## src/rtl/wdt_pkg.sv

```systemverilog
package wdt_pkg;
  // Register offsets, byte addressed
  localparam logic [4:0] OFS_RELOAD      = 5'h00;
  localparam logic [4:0] OFS_INIT_NARROW = 5'h01;
  localparam logic [4:0] OFS_STS1        = 5'h04;
  localparam logic [4:0] OFS_STS2        = 5'h06;
  localparam logic [4:0] OFS_CTRL        = 5'h08;
  localparam logic [4:0] OFS_INIT_WIDE   = 5'h12;

  // Bit positions software relies on
  localparam int HALT_BIT = 11;
  localparam int TO1_BIT  = 3;
  localparam int TO2_BIT  = 1;
  localparam int BOOT_BIT = 2;

  // Smallest legal start value, also the reset value
  localparam int INIT_FLOOR = 4;

  typedef struct packed {
    logic to1;
    logic to2;
    logic boot;
  } wdt_flags_t;
endpackage

```

## src/rtl/wdt_prescaler.sv

```systemverilog
module wdt_prescaler #(
  parameter int TICK_CYCLES = 8
) (
  input  logic clk,
  input  logic rst,
  input  logic clr,
  output logic tick
);
  localparam int PS_W = $clog2(TICK_CYCLES > 1 ? TICK_CYCLES : 2);
  localparam logic [PS_W-1:0] LAST = PS_W'(TICK_CYCLES - 1);

  logic [PS_W-1:0] ps_q;

  assign tick = !clr && (ps_q == LAST);

  always_ff @(posedge clk) begin
    if (rst || clr) begin
      ps_q <= '0;
    end else if (ps_q == LAST) begin
      ps_q <= '0;
    end else begin
      ps_q <= ps_q + 1'b1;
    end
  end
endmodule

```

## src/rtl/wdt_countdown.sv

```systemverilog
module wdt_countdown
  import wdt_pkg::*;
#(
  parameter int CNT_W = 10
) (
  input  logic             clk,
  input  logic             rst,
  input  logic             tick,
  input  logic             load,
  input  logic [CNT_W-1:0] init_val,
  output logic [CNT_W-1:0] cnt,
  output logic             expire
);
  logic [CNT_W-1:0] cnt_q;

  assign cnt    = cnt_q;
  assign expire = tick && !load && (cnt_q == '0);

  always_ff @(posedge clk) begin
    if (rst) begin
      cnt_q <= CNT_W'(INIT_FLOOR);
    end else if (load || expire) begin
      cnt_q <= init_val;
    end else if (tick) begin
      cnt_q <= cnt_q - 1'b1;
    end
  end
endmodule

```

## src/rtl/wdt_regfile.sv

```systemverilog
module wdt_regfile
  import wdt_pkg::*;
#(
  parameter int ADDR_W = 5,
  parameter int DATA_W = 16,
  parameter int CNT_W  = 10,
  parameter bit WIDE   = 1'b1
) (
  input  logic              clk,
  input  logic              rst,
  input  logic              bus_wr,
  input  logic              bus_rd,
  input  logic [ADDR_W-1:0] bus_addr,
  input  logic [DATA_W-1:0] bus_wdata,
  input  logic              no_reboot,
  input  logic [CNT_W-1:0]  cnt,
  input  logic              expire,
  output logic [CNT_W-1:0]  init_val,
  output logic              halt,
  output logic              load,
  output wdt_flags_t        flags,
  output logic              reboot_req,
  output logic [DATA_W-1:0] bus_rdata
);
  localparam int SPARE_W = DATA_W - CNT_W;
  localparam logic [4:0] INIT_OFS5 = WIDE ? OFS_INIT_WIDE : OFS_INIT_NARROW;
  localparam logic [ADDR_W-1:0] A_INIT   = ADDR_W'(INIT_OFS5);
  localparam logic [ADDR_W-1:0] A_RELOAD = ADDR_W'(OFS_RELOAD);
  localparam logic [ADDR_W-1:0] A_STS1   = ADDR_W'(OFS_STS1);
  localparam logic [ADDR_W-1:0] A_STS2   = ADDR_W'(OFS_STS2);
  localparam logic [ADDR_W-1:0] A_CTRL   = ADDR_W'(OFS_CTRL);
  localparam logic [CNT_W-1:0]  FLOOR_V  = CNT_W'(INIT_FLOOR);

  logic [CNT_W-1:0]   init_q;
  logic [SPARE_W-1:0] spare_q;
  logic               halt_q;
  wdt_flags_t         flg_q;
  logic               reboot_q;
  logic [DATA_W-1:0]  rdata_q;
  logic [DATA_W-1:0]  rd_val;

  logic wr_init, wr_sts1, wr_sts2, wr_ctrl;
  logic first_exp, second_exp;

  assign wr_init = bus_wr && (bus_addr == A_INIT) && (bus_wdata[CNT_W-1:0] >= FLOOR_V);
  assign wr_sts1 = bus_wr && (bus_addr == A_STS1);
  assign wr_sts2 = bus_wr && (bus_addr == A_STS2);
  assign wr_ctrl = bus_wr && (bus_addr == A_CTRL);
  assign load    = bus_wr && (bus_addr == A_RELOAD);

  assign first_exp  = expire && !flg_q.to1;
  assign second_exp = expire &&  flg_q.to1;

  // Start value and control
  always_ff @(posedge clk) begin
    if (rst) begin
      init_q  <= FLOOR_V;
      spare_q <= '0;
      halt_q  <= 1'b1;
    end else begin
      if (wr_init) begin
        init_q  <= bus_wdata[CNT_W-1:0];
        spare_q <= bus_wdata[DATA_W-1:CNT_W];
      end
      if (wr_ctrl) begin
        halt_q <= bus_wdata[HALT_BIT];
      end
    end
  end

  // Status flags: hardware set wins over write-one-to-clear
  always_ff @(posedge clk) begin
    if (rst) begin
      flg_q    <= '0;
      reboot_q <= 1'b0;
    end else begin
      if (first_exp) begin
        flg_q.to1 <= 1'b1;
      end else if (wr_sts1 && bus_wdata[TO1_BIT]) begin
        flg_q.to1 <= 1'b0;
      end
      if (second_exp) begin
        flg_q.to2 <= 1'b1;
      end else if (wr_sts2 && bus_wdata[TO2_BIT]) begin
        flg_q.to2 <= 1'b0;
      end
      if (second_exp && !no_reboot) begin
        flg_q.boot <= 1'b1;
      end else if (wr_sts2 && bus_wdata[BOOT_BIT]) begin
        flg_q.boot <= 1'b0;
      end
      reboot_q <= second_exp && !no_reboot;
    end
  end

  // Read mux
  always_comb begin
    rd_val = '0;
    case (bus_addr)
      A_RELOAD: rd_val[CNT_W-1:0] = cnt;
      A_INIT:   rd_val = {spare_q, init_q};
      A_STS1:   rd_val[TO1_BIT] = flg_q.to1;
      A_STS2: begin
        rd_val[TO2_BIT]  = flg_q.to2;
        rd_val[BOOT_BIT] = flg_q.boot;
      end
      A_CTRL:   rd_val[HALT_BIT] = halt_q;
      default:  rd_val = '0;
    endcase
  end

  always_ff @(posedge clk) begin
    if (rst) begin
      rdata_q <= '0;
    end else begin
      rdata_q <= bus_rd ? rd_val : '0;
    end
  end

  assign init_val   = init_q;
  assign halt       = halt_q;
  assign flags      = flg_q;
  assign reboot_req = reboot_q;
  assign bus_rdata  = rdata_q;
endmodule

```

## src/rtl/wdt_top.sv

```systemverilog
module wdt_top
  import wdt_pkg::*;
#(
  parameter int TICK_CYCLES = 60000000,
  parameter bit WIDE        = 1'b1,
  parameter int ADDR_W      = 5,
  parameter int DATA_W      = 16
) (
  input  logic              clk,
  input  logic              rst,
  input  logic              bus_wr,
  input  logic              bus_rd,
  input  logic [ADDR_W-1:0] bus_addr,
  input  logic [DATA_W-1:0] bus_wdata,
  output logic [DATA_W-1:0] bus_rdata,
  input  logic              no_reboot,
  output logic              reboot_req
);
  localparam int CNT_W = WIDE ? 10 : 6;

  logic             tick;
  logic             load;
  logic             halt;
  logic             expire;
  logic [CNT_W-1:0] cnt;
  logic [CNT_W-1:0] init_val;
  wdt_flags_t       flg;

  wdt_prescaler #(.TICK_CYCLES(TICK_CYCLES)) u_ps (
    .clk  (clk),
    .rst  (rst),
    .clr  (halt || load),
    .tick (tick)
  );

  wdt_countdown #(.CNT_W(CNT_W)) u_cd (
    .clk      (clk),
    .rst      (rst),
    .tick     (tick),
    .load     (load),
    .init_val (init_val),
    .cnt      (cnt),
    .expire   (expire)
  );

  wdt_regfile #(
    .ADDR_W (ADDR_W),
    .DATA_W (DATA_W),
    .CNT_W  (CNT_W),
    .WIDE   (WIDE)
  ) u_rf (
    .clk        (clk),
    .rst        (rst),
    .bus_wr     (bus_wr),
    .bus_rd     (bus_rd),
    .bus_addr   (bus_addr),
    .bus_wdata  (bus_wdata),
    .no_reboot  (no_reboot),
    .cnt        (cnt),
    .expire     (expire),
    .init_val   (init_val),
    .halt       (halt),
    .load       (load),
    .flags      (flg),
    .reboot_req (reboot_req),
    .bus_rdata  (bus_rdata)
  );
endmodule

```

## config.mk

```make
export PLATFORM = sky130hd
export DESIGN_NAME = wdt_top
export DESIGN_NICKNAME = d
export VERILOG_FILES = /design/src/rtl/wdt_pkg.sv /design/src/rtl/wdt_prescaler.sv /design/src/rtl/wdt_countdown.sv /design/src/rtl/wdt_regfile.sv /design/src/rtl/wdt_top.sv
export SDC_FILE = /design/constraint.sdc
export NUM_CORES = 1
export LEC_CHECK = 0
export BUFFER_PORTS_ARGS = -buffer_cell sky130_fd_sc_hd__clkbuf_2
export CAP_MARGIN = 5
export CORE_AREA = 2 2 109 111
export DETAILED_ROUTE_END_ITERATION = 7
export DIE_AREA = 0 0 111 113
export PLACE_DENSITY = 0.46
export SLEW_MARGIN = 30
export SYNTH_ARGS = -nofsm -noshare
export SYNTH_HDL_FRONTEND = slang
export SYNTH_SLANG_ARGS = --single-unit
```

## constraint.sdc

```tcl
create_clock -name clk -period 4.8 [get_ports clk]
set_input_delay 0.48 -clock clk [delete_from_list [all_inputs] [get_ports clk]]
set_output_delay 0.48 -clock clk [all_outputs]
set_load 0.05 [all_outputs]
```

==> key figures, run 1 <==
Clock network
  – Clock root cell: clkbuf_16
  – CTS sink count: 73
  – Clk pin slew, worst setup/hold paths: ~0.060 ns
  – H-tree Lvls: 3
  – CTS resizes: 0
  – Setup bufs post-CTS: 0
  – Inserted Clock Buffers: 9
  – Post-cts hold buffer count: 0
  – Clk_lat worst skew: between 0.3 and 0.4 ns
  – Clock tree buffer depth: 2
  – TritonCTS clock tree: yes

STA
  – Post-layout minimum cycle time: about 2.4 ns
  – Final setup skew: roughly 0.006 ns
  – Rel. slew slack: 32.48%
  – Fmax: ~420 MHz
  – TNS Setup: 0 ns
  – Final setup vio count: 0
  – Worst-Margin Slew: around 1.0 ns
  – Final Hold Fails: 0
  – Pins Over Slew Limit: 0
  – Tcrit/Tclk final: 49.10%
  – RSZ-0062 raised after global routing: no

Synthesis
  – Top cells by count, synth: dfxtp_1, nand2_1, nor2_1, a21oi_1, nand3_1
  – Syn Area/Cell: 8.452 um^2
  – Synthesized flop and latch total: 73
  – Yosys top cell area share: between 40% and 50%
  – Top cells by area, synth: dfxtp_1, nand2_1, nor2_1
  – Yosys cell types: 55
  – Synth area leader: dfxtp_1
  – Synth async-reset ratio: 0%
  – Post-synth EDFFs: 0
  – YS warnings: 0
  – Count leader, synth: dfxtp_1
  – Syn Std Cell Area: between 0.003 and 0.004 mm^2
  – Main synth FF type: dfxtp_1
  – Post-Syn Instances: ~390
  – Post-synthesis net count: ~420
  – Register area share after synthesis: between 40 and 50%

Layout
  – Nets: approximately 450
  – Finished Core Util: between 30% and 40%
  – Layout area overhead: 17.56%
  – Fraction of layout cells with a size suffix above 1: between 10 and 15%
  – Ant. Diodes: 0

GRT
  – Largest net degree at the start of global routing: 35
  – Vias in the first global route: 2887
  – GR Overflow Total: 0
  – Initial antenna violation count: 0
  – First-pass GRT wire length: between 10 and 15 mm
  – Total track usage: between 10% and 20%

Pwr
  – Clock share of power: 49.3%
  – Worst vdd ir: ~210 uV
  – Sequential share of power: between 40 and 50%
  – Int Power: just over 1 mW
  – Gate power share: under 10%
  – Switching Power: roughly 0.26 mW
  – Pwr/cell area: about 330 mW/mm^2
  – Sw Ratio: about 20%
  – Leakage: 1.298 nW

Route
  – Via density per instance: between 5 and 6
  – DR WL/cell: around 15 um
  – Drt first-iter violations: between 100 and 150
  – WL final: approximately 8.7 mm
  – Drt first pass iters: 4
  – Routed Antenna Nets: 0
  – Remaining DRCs: 0
  – Total number of vias: between 2000 and 3000

Outcome
  – Status: completed

Setup path
  – CP startpoint kind: flop
  – Worst Setup End Kind: flop
  – Critical path class: flop to flop
  – Worst Path Max Fanout: 14
  – Critical Path AT: roughly 2.6 ns
  – Required @ worst endpoint: 5.03 ns

Placement
  – # port buffers: 42
  – HPWL Detailed: around 6.2 mm
  – GPL Wtd Cong: approximately 0.84

Run
  – Max-Cap Viols: 0

Floorplan
  – Die ar.: approximately 0.013 mm^2
  – Die H: 113 um
  – Initial Util: between 20% and 30%
  – Die width: 111 um
  – Std-Cell Core Area: 0.01127 mm^2
  – I/O pins: 43
  – Rows: 39

Worst hold path
  – Hold Crit Class: primary input to flop
-- cells by family (layout without fill, tap and decap cells) --
logic type | after synthesis | in the layout | synth area share (%)
and+or+nand+nor | 185 | 185 | 28.97
AOI/OAI and AO/OA | 76 | 76 | 15.33
DFF | 73 | 73 | 44.11
buffers and inverters | 30 | 66 | 3.852
xor gates and xnor gates | 25 | 25 | 6.609
adders and majority gates | 3 | 3 | 1.133
-- area by class of cell --
class / instances / area [um^2]
Tap cell: 143 / 178.9
Clock buffer: 13 / 270.3
Timing Repair Buffer: 43 / 217.7
Clock inverter: 2 / 12.51
Inverter: 8 / 30.03
Sequential cell: 73 / 1461
Fill cell: 1178 / 7377
Multi-Input combinational cell: 289 / 1724
-- critical path, stage by stage (launching register included) --
cell      delay [ns]
dfxtp_1         0.34
nor4b_1         0.36
nand4_1         0.56
or4_1           0.68
a31o_1          0.24
o311ai_1        0.07
-- stage by stage --
stage / cell area, um^2 / hold WS [ns] / power (mW) / setup slack (ns) / std cells
2_1_floorplan: 3313 / 0.4294 / 0.6368 / 2.620 / 392
3_3_place_gp: 3612 / 0.4456 / 0.6556 / 2.338 / 556
3_5_place_dp: 3612 / 0.4441 / 0.6557 / 2.229 / 556
4_1_cts: 3895 / 0.3702 / 1.292 / 2.420 / 571
5_1_grt: 3895 / 0.3819 / 1.322 / 2.273 / 571
6_report: 3895 / 0.3824 / 1.267 / 2.443 / 571
-- state kept, by name (all words and copies together), names as in the netlist --
| name | flops |
|---|---|
| u_cd.cnt | 10 |
| u_ps.ps_q | 26 |
| u_rf.bus_rdata | 16 |
| u_rf.flags | 3 |
| u_rf.halt | 1 |
| u_rf.init_val | 10 |
| u_rf.reboot_req | 1 |
| u_rf.spare_q | 6 |
-- layout by cell type (no fill, tap or decap), types with 2 or more instances in the layout --
cell type	n
o22ai_1	2
clkbuf_8	3
nor2_1	42
o21ai_0	7
or2_1	2
xor2_1	7
a311oi_1	2
clkbuf_2	42
o31ai_1	2
a22oi_1	3
or3_1	3
or4_1	2
o311ai_1	2
nand4_1	11
and4b_1	3
nand3_1	20
o21ai_1	4
inv_1	8
and3_1	11
ha_1	3
xnor2_1	18
a22o_1	7
nor4_1	7
and4_1	3
nor3_1	14
a211oi_1	2
clkbuf_16	9
a32oi_1	2
nand2_1	47
o211ai_1	3
and2_1	4
a21oi_1	21
nor3b_1	2
nor4b_1	4
a31oi_1	9
dfxtp_1	73
nor2b_1	2
-- final timing paths --
check	start	endpoint	slack (ns)	cells past startpoint
worst min-delay path	bus_wdata[12]	u_rf.spare_q[2]$_SDFFE_PP0P_	0.38	3
worst max-delay path	u_ps.ps_q[12]$_SDFF_PP0_	u_cd.cnt[8]$_SDFFE_PP0P_	2.44	5
worst min register to register	u_rf.spare_q[3]$_SDFFE_PP0P_	u_rf.spare_q[3]$_SDFFE_PP0P_	0.45	2
worst max register to register	u_ps.ps_q[12]$_SDFF_PP0_	u_cd.cnt[8]$_SDFFE_PP0P_	2.44	5
-- power groups by stage --
stage	clock, mW	combinational (mW)	sequential (mW)
2_1_floorplan	0	0.0150	0.622
3_3_place_gp	0	0.0333	0.622
3_5_place_dp	0	0.0334	0.622
4_1_cts	0.650	0.0335	0.609
5_1_grt	0.676	0.0370	0.609
6_report	0.625	0.0336	0.609
-- metal layers --
| layer | global-route usage (%) | share of wire [%] | up-vias | routed length [um] |
|---|---|---|---|---|
| li1 | - | - | 1475 | - |
| met3 | 3.696 | 4.0 | 13 | 344 |
| met1 | 18.22 | 46 | 1415 | 4028 |
| met2 | 23.89 | 48 | 60 | 4145 |
| met4 | 5.750 | 1.8 | 0 | 157 |
| met5 | 0 | 0 | - | 0 |
Power figures use the tool's default switching activity.
==> run 2, diff against run 1 <==
--- a/config.mk
+++ b/config.mk
@@ -10,7 +10,7 @@
 export CORE_AREA = 2 2 109 111
 export DETAILED_ROUTE_END_ITERATION = 7
 export DIE_AREA = 0 0 111 113
-export PLACE_DENSITY = 0.46
+export PLACE_DENSITY = 0.48
 export SLEW_MARGIN = 30
 export SYNTH_ARGS = -nofsm -noshare
 export SYNTH_HDL_FRONTEND = slang
==> constraint.sdc (replaced) <==
create_clock -name clk -period 1.95 [get_ports clk]
set_input_delay 0.195 -clock clk [delete_from_list [all_inputs] [get_ports clk]]
set_output_delay 0.195 -clock clk [all_outputs]
set_load 0.05 [all_outputs]
==> key figures, run 2 (synthesized netlist as in run 1, its figures left out) <==
Route
  – Via density per instance: 5.045 (-2.8%)
  – DR WL/cell: 14.65 um (-3.6%)
  – Remaining DRCs: 0 (unchanged)
  – Routed Antenna Nets: 0 (unchanged)
  – Drt first pass iters: 4 (unchanged)
  – Total number of vias: 3168 (+6.9%)
  – WL final: 9.199 mm (+6.0%)
  – Drt first-iter violations: 120 (unchanged)

Worst hold path
  – Hold Crit Class: primary input to flop

Clock network
  – Clk_lat worst skew: 0.33 ns (about the same)
  – Post-cts hold buffer count: 0 (unchanged)
  – Clock root cell: clkbuf_16
  – Clock tree buffer depth: 2 (unchanged)
  – CTS sink count: 73 (unchanged)
  – Clk pin slew, worst setup/hold paths: 0.06 ns (about the same)
  – H-tree Lvls: 3 (unchanged)
  – Inserted Clock Buffers: 9 (unchanged)
  – TritonCTS clock tree: yes

Layout
  – Largest Register: u_ps.ps_q
  – Layout area overhead: 34.10%
  – Layout fillers: 1148 (-2.5%)
  – Fraction of layout cells with a size suffix above 1: 26.60% (+12 points)
  – Ant. Diodes: 0 (unchanged)
  – Nets: 509 (+12%)
  – Most common cell after layout, fill and taps aside: dfxtp_1
  – Area occupied by multi-input gates: 0.001789 mm^2 (+3.8%)
  – FF+latch area: 0.001465 mm^2 (+0.26%)
  – Fin area: 0.004443 mm^2 (+14%)
  – Flip-flop count of the largest register after layout: 26 (unchanged)
  – Commonest non-fill, non-tap cells in the layout: dfxtp_1, buf_4, nand2_1
  – Fin cells: 628 (+10%)

Run
  – Max-Cap Viols: 0 (unchanged)

GRT
  – Total track usage: 15.24% (+0.76 points)
  – Initial antenna violation count: 0 (unchanged)
  – GR Layer Usage met1: 18.60% (+0.39 points)
  – GR Util met3: 3.964% (+0.27 points)
  – GRT met2 Usage: 24.87% (+0.98 points)
  – GRT Max-Usage Layer: met2
  – GR Overflow Total: 0 (unchanged)
  – First-pass GRT wire length: 15.05 mm (+3.3%)
  – Largest net degree at the start of global routing: 27 (-23%)
  – Vias in the first global route: 3108 (+7.7%)

Pwr
  – Sw Ratio: 20.42% (-0.068 points)
  – Clock share of power: 52.7% (+3.4 points)
  – Leakage: 1.626 nW (+25%)
  – Pwr/cell area: 760.5 mW/mm^2 (+130%)
  – Switching Power: 0.6899 mW (+170%)
  – Worst vdd ir: 373.2 uV (+80%)
  – Sequential share of power: 44.3% (-3.8 points)
  – Int Power: 2.689 mW (+170%)
  – Gate power share: 2.9% (+0.3 points)

Placement
  – Placed instance count: 611 (+9.9%)
  – HPWL Detailed: 6.831 mm (+10%)
  – Post-DP Area: 0.004063 mm^2 (+12%)
  – # port buffers: 42 (unchanged)
  – GPL Wtd Cong: 0.8432 (+0.83%)

STA
  – Post-layout minimum cycle time: 1.968 ns (-0.3884 ns)
  – Fin worst setup slack: -0.01831 ns (-2.462 ns)
  – RSZ-0062 raised after global routing: yes
  – TNS Setup: -0.01831 ns (-0.01831 ns)
  – Worst-Margin Slew: 0.6017 ns (-0.4018 ns)
  – Rel. slew slack: 59.89% (+27 points)
  – Final setup skew: 0.006792 ns (+0.0008213 ns)
  – Pins Over Slew Limit: 0 (unchanged)
  – Tcrit/Tclk final: 100.9% (+52 points)
  – Final Hold Fails: 0 (unchanged)
  – Final setup vio count: 1 (+1)
  – Fmax: 508.0 MHz (+20%)

Floorplan
  – Rows: 39 (unchanged)
  – Std-Cell Core Area: 0.01127 mm^2 (unchanged)
  – Die ar.: 0.01254 mm^2 (unchanged)
  – Initial Util: 29.39% (unchanged)
  – Die H: 113 um (unchanged)
  – I/O pins: 43 (unchanged)
  – Die width: 111 um (unchanged)

Setup path
  – CP startpoint kind: flop
  – Required @ worst endpoint: 2.19 ns (-2.84 ns)
  – Worst Path Max Fanout: 6 (-8)
  – Critical path class: flop to flop
  – Worst Setup End Kind: flop
  – Critical Path AT: 2.21 ns (-0.38 ns)

Outcome
  – Failing checks: negative setup slack
  – Status: finished with violations
-- run 2: cell types whose count changed in the layout (fill, tap and decap cells not counted), sizes merged --
cell and change:
buf +56, bufinv +2, clkbuf -2, clkinv +2, clkinvlp -1
-- run 2: cell type report --
type / instances / share of cell area [%]
flip-flops and latches: 73 / 32.98
repair buffers: 99 / 14.81
clock inverters: 5 / 1.774
multi-input cells: 289 / 40.27
well taps: 143 / 4.027
clock buffers: 11 / 5.463
inverters: 8 / 0.6759
-- run 2: per-layer routing --
layer | vias up | wire length, um
met5 | - | 0
met4 | 0 | 262
met3 | 18 | 363
met2 | 77 | 4435
met1 | 1483 | 4138
li1 | 1590 | -
-- run 2: path summary, 6_finish.rpt --
kind	slack [ns]	to	startpoint	cells past startpoint
max	-0.02	u_cd.cnt[8]$_SDFFE_PP0P_	u_ps.ps_q[1]$_SDFF_PP0_	6
min	0.08	u_rf.spare_q[0]$_SDFFE_PP0P_	bus_wdata[10]	3
max reg2reg	-0.02	u_cd.cnt[8]$_SDFFE_PP0P_	u_ps.ps_q[1]$_SDFF_PP0_	6
min reg2reg	0.45	u_rf.spare_q[5]$_SDFFE_PP0P_	u_rf.spare_q[5]$_SDFFE_PP0P_	2
-- run 2: what timing repair did --
item | in CTS | in global routing
gates resized for setup | 1 | 9
buffers inserted | 0 | 1
setup endpoints to repair | 4 | 12
hold endpoints to repair | 0 | 0
pin swaps | 1 | 1
-- run 2: worst max-delay path: stages (launching register included) --
cell and delay [ns]:
dfxtp_2 0.34, ha_4 0.15, nand3_4 0.08, or4_4 0.54, or4_1 0.48, a31o_1 0.23, o311ai_1 0.06
-- run 2: per-stage QoR --
step / setup WS [ns] / utilization [%] / power [mW] / hold slack [ns]
floorplan: -0.1077 / - / 1.568 / 0.3055
global placement: -0.02376 / 36.04 / 1.630 / 0.4205
detailed placement: -0.02409 / 36.04 / 1.630 / 0.4290
CTS: -0.03435 / 38.95 / 3.430 / 0.06713
global route: -0.09959 / 39.42 / 3.489 / 0.07806
finish: -0.01831 / 39.42 / 3.379 / 0.08015
-- run 2: power groups by stage --
| stage | Clock, mW | Combinational [mW] | Sequential, mW |
|---|---|---|---|
| after floorplan | 0 | 0.0371 | 1.53 |
| after global placement | 0 | 0.0985 | 1.53 |
| after detailed placement | 0 | 0.0991 | 1.53 |
| after CTS | 1.83 | 0.0997 | 1.50 |
| after global routing | 1.88 | 0.109 | 1.50 |
| final | 1.78 | 0.0992 | 1.50 |
